--- src/rtl/tmr8_cmp.sv ---
module tmr8_cmp #(
  parameter int W     = 8,
  parameter int PRE_W = 10
) (
  input  logic         clk,
  input  logic         rst_n,
  input  logic         wr_en,
  input  logic [2:0]   wr_addr,
  input  logic [W-1:0] wr_data,
  input  logic [2:0]   rd_addr,
  output logic [W-1:0] rd_data,
  input  logic         gie,
  input  logic         irq_ack,
  output logic [2:0]   irq_req
);
  localparam logic [W-1:0] MAXV = {W{1'b1}};

  logic [W-1:0]     cnt_q, cmpa_q, cmpb_q, ctla_q, ctlb_q;
  logic [2:0]       flag_q, mask_q;
  logic [PRE_W-1:0] pre_q;

  logic [2:0]   mode, cs;
  logic         tick, wrap_ok;
  logic [W-1:0] cand, cnt_d;
  logic         upd;
  logic [2:0]   hw_set, clr, pend;

  assign mode    = {ctlb_q[3], ctla_q[1:0]};
  assign cs      = ctlb_q[2:0];
  assign wrap_ok = (mode == 3'd0) || (mode == 3'd1) || (mode == 3'd3);

  always_comb begin
    case (cs)
      3'd1:    tick = 1'b1;
      3'd2:    tick = &pre_q[2:0];
      3'd3:    tick = &pre_q[5:0];
      3'd4:    tick = &pre_q[7:0];
      3'd5:    tick = &pre_q[9:0];
      default: tick = 1'b0;
    endcase
  end

  always_comb begin
    hw_set = 3'b000;
    upd    = 1'b0;
    cand   = cnt_q;
    if (wr_en && wr_addr == 3'd0) begin
      cand = wr_data;
      upd  = 1'b1;
    end else if (tick) begin
      cand = cnt_q + 1'b1;
      upd  = 1'b1;
      if (cnt_q == MAXV && wrap_ok) hw_set[0] = 1'b1;
    end
    cnt_d = cand;
    if (upd && cmpa_q != '0 && cand == cmpa_q) begin
      hw_set[1] = 1'b1;
      if (mode == 3'd2) begin
        cnt_d     = '0;
        hw_set[0] = 1'b1;
      end
    end
    if (upd && cmpb_q != '0 && cand == cmpb_q) hw_set[2] = 1'b1;
  end

  assign pend    = gie ? (flag_q & mask_q) : 3'b000;
  assign irq_req = pend[0] ? 3'b001 : pend[1] ? 3'b010 : pend[2] ? 3'b100 : 3'b000;
  assign clr     = ((wr_en && wr_addr == 3'd5) ? wr_data[2:0] : 3'b000)
                 | (irq_ack ? irq_req : 3'b000);

  always_ff @(posedge clk or negedge rst_n) begin
    if (!rst_n) begin
      cnt_q  <= '0;
      cmpa_q <= '0;
      cmpb_q <= '0;
      ctla_q <= '0;
      ctlb_q <= '0;
      flag_q <= '0;
      mask_q <= '0;
      pre_q  <= '0;
    end else begin
      pre_q  <= pre_q + 1'b1;
      cnt_q  <= cnt_d;
      flag_q <= (flag_q & ~clr) | hw_set;
      if (wr_en) begin
        case (wr_addr)
          3'd1:    cmpa_q <= wr_data;
          3'd2:    cmpb_q <= wr_data;
          3'd3:    ctla_q <= wr_data;
          3'd4:    ctlb_q <= wr_data;
          3'd6:    mask_q <= wr_data[2:0];
          default: ;
        endcase
      end
    end
  end

  always_comb begin
    case (rd_addr)
      3'd0:    rd_data = cnt_q;
      3'd1:    rd_data = cmpa_q;
      3'd2:    rd_data = cmpb_q;
      3'd3:    rd_data = ctla_q;
      3'd4:    rd_data = ctlb_q;
      3'd5:    rd_data = {{(W-3){1'b0}}, flag_q};
      3'd6:    rd_data = {{(W-3){1'b0}}, mask_q};
      default: rd_data = '0;
    endcase
  end
endmodule

--- config.mk ---
export PLATFORM = sky130hd
export DESIGN_NAME = tmr8_cmp
export DESIGN_NICKNAME = d
export VERILOG_FILES = /design/src/rtl/tmr8_cmp.sv
export SDC_FILE = /design/constraint.sdc
export NUM_CORES = 1
export LEC_CHECK = 0
export ABC_AREA = 0
export BUFFER_PORTS_ARGS = -buffer_cell sky130_fd_sc_hd__buf_2
export CORE_AREA = 8 8 120 122
export DETAILED_ROUTE_END_ITERATION = 12
export DIE_AREA = 0 0 128 130
export GPL_TIMING_DRIVEN = 0
export PLACE_DENSITY = 0.56
export SLEW_MARGIN = 10
export SYNTH_ARGS = -nofsm -noshare
export SYNTH_HDL_FRONTEND = slang
export SYNTH_SLANG_ARGS = --single-unit
--- constraint.sdc ---
create_clock -name clk -period 5.35 [get_ports clk]
set_clock_uncertainty 0.2 [all_clocks]
set_input_delay 1.07 -clock clk [delete_from_list [all_inputs] [get_ports clk]]
set_output_delay 1.07 -clock clk [all_outputs]
set_load 0.05 [all_outputs]
== Word level (Yosys, flattened, before mapping) ==
Index checks and enable logic that the tools add are counted.

* Input bits: 19
* Logic and storage cells: 81
* Output and inout bits: 11
* Bits in registers: 56

* Add/subtract/negate cells: 2
* Bitwise operators: 5
* Reductions and logical operators: 23
* Equality and inequality tests: 23
* Multiplexer cells: 20

{| class="wikitable"
|+ Operators with widths
! cell !! number
|-
| one-hot mux 8 bit (7 select lines) || 1
|-
| two-way mux 8 bit || 4
|-
| == test 3 x 2 -> 1 bit, second input constant || 8
|-
| == test 3 bit, second input constant || 8
|-
| two-way mux 3 bit || 6
|-
| == test 8 bit || 2
|-
| nonzero test 8 bit || 2
|-
| == test 3 x 1 -> 1 bit, second input constant || 4
|-
| adder 10 x 1 -> 10 bit, second input constant || 1
|-
| AND reduction 10 bit || 1
|-
| AND reduction 2 bit || 5
|-
| zero test 3 bit || 3
|-
| adder 8 x 1 -> 8 bit, second input constant || 1
|-
| == test 8 bit, second input constant || 1
|-
| AND reduction 8 bit || 1
|-
| logical AND 1 bit || 7
|-
| two-way mux 1 bit || 7
|-
| AND 3 bit || 2
|-
| OR 3 bit || 2
|-
| AND reduction 6 bit || 1
|-
| one-hot mux 1 bit (5 select lines) || 1
|-
| NOT 3 bit || 1
|-
| AND reduction 3 bit || 1
|-
| logical OR 1 bit || 2
|-
| two-way mux 2 bit || 1
|}

== Depth between registers and ports, before layout ==
* Depth after elaboration: 10
* Depth in mapped cells: 11
* Gate-level depth less buffers: 10

== Worst setup path before layout ==
Ideal clock, no wire load.

* Path type: input to output
* From: input port rd_addr[1]
* To: output port rd_data[5]
* Stages on the path: 4
* Path buffers: 1
* Setup slack: 1278 ps
* Data arrival time: 2802 ps
* Path through: clkbuf_1 -> nor2b_1 -> a22oi_1 -> o21ai_0

* Longest elaborated chain between the ends: 2
* Elaborated cells between the ends (all ways): 8
* Classes of those cells: eq/ne (6); mux (1); reduce/logical (1)

{| class="wikitable"
|+ RTL lines
! item !! RTL line !! source
|-
| from (decl) || 10 || <nowiki>input logic [2:0] rd_addr,</nowiki>
|-
| == test 3 bit, or another cell as far along || 99 || <nowiki>case (rd_addr)</nowiki>
|-
| one-hot mux 8 bit (7 select lines) (*) || 99 ||
|-
| to (decl) || 11 || <nowiki>output logic [W-1:0] rd_data,</nowiki>
|}

Every way passes the cells marked *; elsewhere a longest branch is shown, timed or not.

== Worst setup path in the final report ==
* From: input port rd_addr[2]
* To: output port rd_data[5]

Same word-level chain as after synthesis.

==> flow_summary_export.csv <==
group,metric,value,unit
routing,ant_nets,0,
worst_setup_path,reg2regPathDepth,11,
routing,first_iter_violations,195,
routing,routed_via_density,5.26,
floorplanning,die_area,16600,sq um
clock_tree,cts_tree,"yes",
grt,grt_pass1_vias,2989,
worst_setup_path,crit_path_start,"rd_addr[2]",
yosys,synth_commonest_cells,"56 x dfrtp_1, 38 x nand2_1, 34 x mux2_2",
floorplanning,die_w,128,microns
clock_tree,clk_pin_slew_worst_paths,0.07,ns
grt,grt_pass1_wl,16600,microns
floorplanning,fp.dieH,130,microns
yosys,synth_cell_types,71,
power_and_ir_drop,pwr-share-seq,36.2,%
power_and_ir_drop,p_leak,1.68,nW
clock_tree,root_buffer,"clkbuf_16",
sta,finalWorstSetupSlack,1.28,ns
grt,grt-ovfl-total,0,
yosys,yosysTopAreaCellShare,38.5,%
floorplanning,core,12400,sq um
final_layout,nets,428,
power_and_ir_drop,p_int,1.05,mW
sta,finalSetupViolCount,0,
yosys,syn_area_per_cell,9.72,sq um
yosys,yosys.area.top_type,"dfrtp_1",
placement,place.gp.congestion,0.892,
worst_setup_path,setup.worst_path.class,"in2out",
yosys,synthCells,374,
placement,place_hpwl,7590,microns
worst_setup_path,reg2reg_from,"pre_q[0]$_DFF_PN0_",
routing,vias,3038,
power_and_ir_drop,switching_share,37.2,%
placement,dp.cells,571,
power_and_ir_drop,peakVddDrop,0.000181,V
power_and_ir_drop,clkPwrFrac,24.7,%
clock_tree,cts-hold-fix-buffers,0,
yosys,ys_top_cells_by_area,"dfrtp_1 39%, mux2_2 11%, xnor2_1 4.3%",
floorplanning,num_rows,41,
sta,period_needed,4.07,ns
yosys,synth_edf_count,0,
final_layout,multi_input_area,2090,sq um
worst_setup_path,cp.required,4.08,ns
routing,firstDrtPassIters,5,
grt,grt_usage,12.6,%
yosys,ys_ff_latch,56,
worst_setup_path,critPathMaxFanout,10,
yosys,yosysMostFrequentCell,"dfrtp_1",
power_and_ir_drop,switching_power,0.620,mW
sta,worst_slew_pin_slew,0.961,ns
clock_tree,cts_sinks,56,
sta,slew_headroom,35.8,%
yosys,ys.flop_type,"dfrtp_1",
routing,finalWirelength,10200,microns
worst_setup_path,r2r_slack,1.71,ns
routing,wl_per_cell,17.6,microns
final_layout,nFillCells,1289,
final_layout,utilization,33.6,%
placement,post_dp_cell_area,3990,sq um
yosys,async_reset_ff_share,100,%
floorplanning,initial_core_util,29.3,%
power_and_ir_drop,powerDensity,400,nW/um^2
placement,place.port_buffers,24,
final_layout,layoutNonFillerInstCount,578,
clock_tree,cts_resized,0,
clock_tree,clk_latency,0.29,ns
yosys,seq_area_frac_synth,38.5,%
final_layout,syn2layout_area_growth,14.7,%
sta,setup_tns,0,ns
sta,rsz0062_at_grt,"no",
clock_tree,htreeDepth,2,
grt,antenna_found_initial,0,
placement,place_ws,1.02,ns
worst_setup_path,cp-endpoint,"rd_data[5]",
sta,hold_viol_final,0,
outcome,status,"finished, final reports clean",
grt,grt_max_degree,57,
sta,fin_crit_sh,76.0,%
sta,drv_slew,0,
final_layout,regArea,1400,sq um
final_layout,stdcell_area,4170,sq um
final_layout,num_antenna_cells,0,
worst_setup_path,start_kind,"primary input",
clock_tree,cts_buffer_depth,2,
final_layout,drive_gt1_share,21.4,%
worst_setup_path,crit_arrival,2.80,ns
clock_tree,cts_setup_buffers,0,
min_path,worstHoldPathType,"reg2reg",
worst_setup_path,r2r_end,"flag_q[0]$_DFF_PN0_",
worst_setup_path,worst_setup_path_end_kind,"output pin",
power_and_ir_drop,combPwrFrac,39.1,%
floorplanning,io_pins,30,
run,max_cap_violations,0,
sta,fmax,246,MHz
routing,drc,0,
yosys,yosysWarningCount,0,
yosys,synth_area,3640,sq um
yosys,syn_nets,396,
clock_tree,cts_buffers,5,
-- power by group through the flow --
stage | clock network [mW] | registers, mW | logic, mW
after floorplan | 0 | 0.571 | 0.507
after global placement | 0 | 0.607 | 0.638
after detailed placement | 0 | 0.609 | 0.645
after CTS | 0.422 | 0.601 | 0.649
after global routing | 0.438 | 0.614 | 0.713
final | 0.412 | 0.603 | 0.652
-- layout by cell type (no fill, tap or decap), drive strengths merged, types with 3 or more instances in the layout --
| master | n |
|---|---|
| dfrtp | 56 |
| nand2 | 38 |
| mux2 | 34 |
| buf | 32 |
| nor2 | 23 |
| clkbuf | 23 |
| xnor2 | 18 |
| o21ai | 15 |
| nand3 | 13 |
| nor3 | 12 |
| a21oi | 11 |
| inv | 10 |
| a22oi | 10 |
| nor2b | 9 |
| nor4 | 8 |
| xor2 | 7 |
| and3 | 6 |
| mux2i | 6 |
| or3 | 5 |
| nand4b | 4 |
| o31ai | 4 |
| o211ai | 4 |
| nor3b | 3 |
| a211oi | 3 |
| ha | 3 |
| o41ai | 3 |
| nand4 | 3 |
| a31oi | 3 |
-- worst max-delay path, stage by stage --
cell,delay (ns)
buf_2,0.12
buf_1,0.47
clkbuf_1,0.42
nand2_1,0.09
o21ai_0,0.09
a22oi_1,0.08
o21ai_0,0.12
buf_2,0.31
-- final cells by class --
class / instances / share of cell area [%]
multi-input combinational: 283 / 50.2
sequential: 56 / 33.6
tap: 172 / 5.16
timing repair buffer: 25 / 3.12
clock buffer: 5 / 3.00
buffer: 25 / 2.58
clock inverter: 2 / 1.44
inverter: 10 / 0.900
-- metal layers --
layer  global-route usage [%]  part of all wire (%)  vias to the layer above
met5                        0                     0                        -
met4                     4.69                   2.2                        0
met3                     1.67                   4.5                       17
met2                     20.5                    46                       90
met1                     16.8                    47                     1489
li1                         -                     -                     1442
-- metrics by stage --
stage / total power [mW] / hold WS [ns]
final: 1.67 / 0.273
after global routing: 1.76 / 0.298
after CTS: 1.67 / 0.273
after detailed placement: 1.25 / 0.264
after global placement: 1.25 / 0.258
after floorplan: 1.08 / 0.237
-- sequential cells by signal, summed over array words and instances (netlist names) --
name,flops
ctlb_q,8
cmpa_q,8
cnt_q,8
mask_q,3
ctla_q,8
pre_q,10
cmpb_q,8
flag_q,3
-- logic make-up (layout without fill, tap and decap cells) --
logic type | Yosys count | after routing | share of synthesized area, %
AOI/OAI and AO/OA | 76 | 76 | 15.5
xor gates and xnor gates | 25 | 25 | 6.02
adders and majority gates | 3 | 3 | 1.03
buffers and inverters | 35 | 67 | 3.99
DFF | 56 | 56 | 38.5
muxes | 42 | 42 | 13.5
and+or+nand+nor | 137 | 137 | 21.4
-- how the worst min path moves through the flow --
stage | start | end | slack (ns) | cells after the start
2_1_floorplan | pre_q[0]$_DFF_PN0_ | pre_q[0]$_DFF_PN0_ | 0.24 | 1
3_3_place_gp | pre_q[0]$_DFF_PN0_ | pre_q[0]$_DFF_PN0_ | 0.26 | 1
3_5_place_dp | pre_q[0]$_DFF_PN0_ | pre_q[0]$_DFF_PN0_ | 0.26 | 1
4_1_cts | pre_q[0]$_DFF_PN0_ | pre_q[0]$_DFF_PN0_ | 0.27 | 1
5_1_grt | pre_q[0]$_DFF_PN0_ | pre_q[0]$_DFF_PN0_ | 0.30 | 1
6_report | pre_q[0]$_DFF_PN0_ | pre_q[0]$_DFF_PN0_ | 0.27 | 1
(Power assumes the default switching activity.)
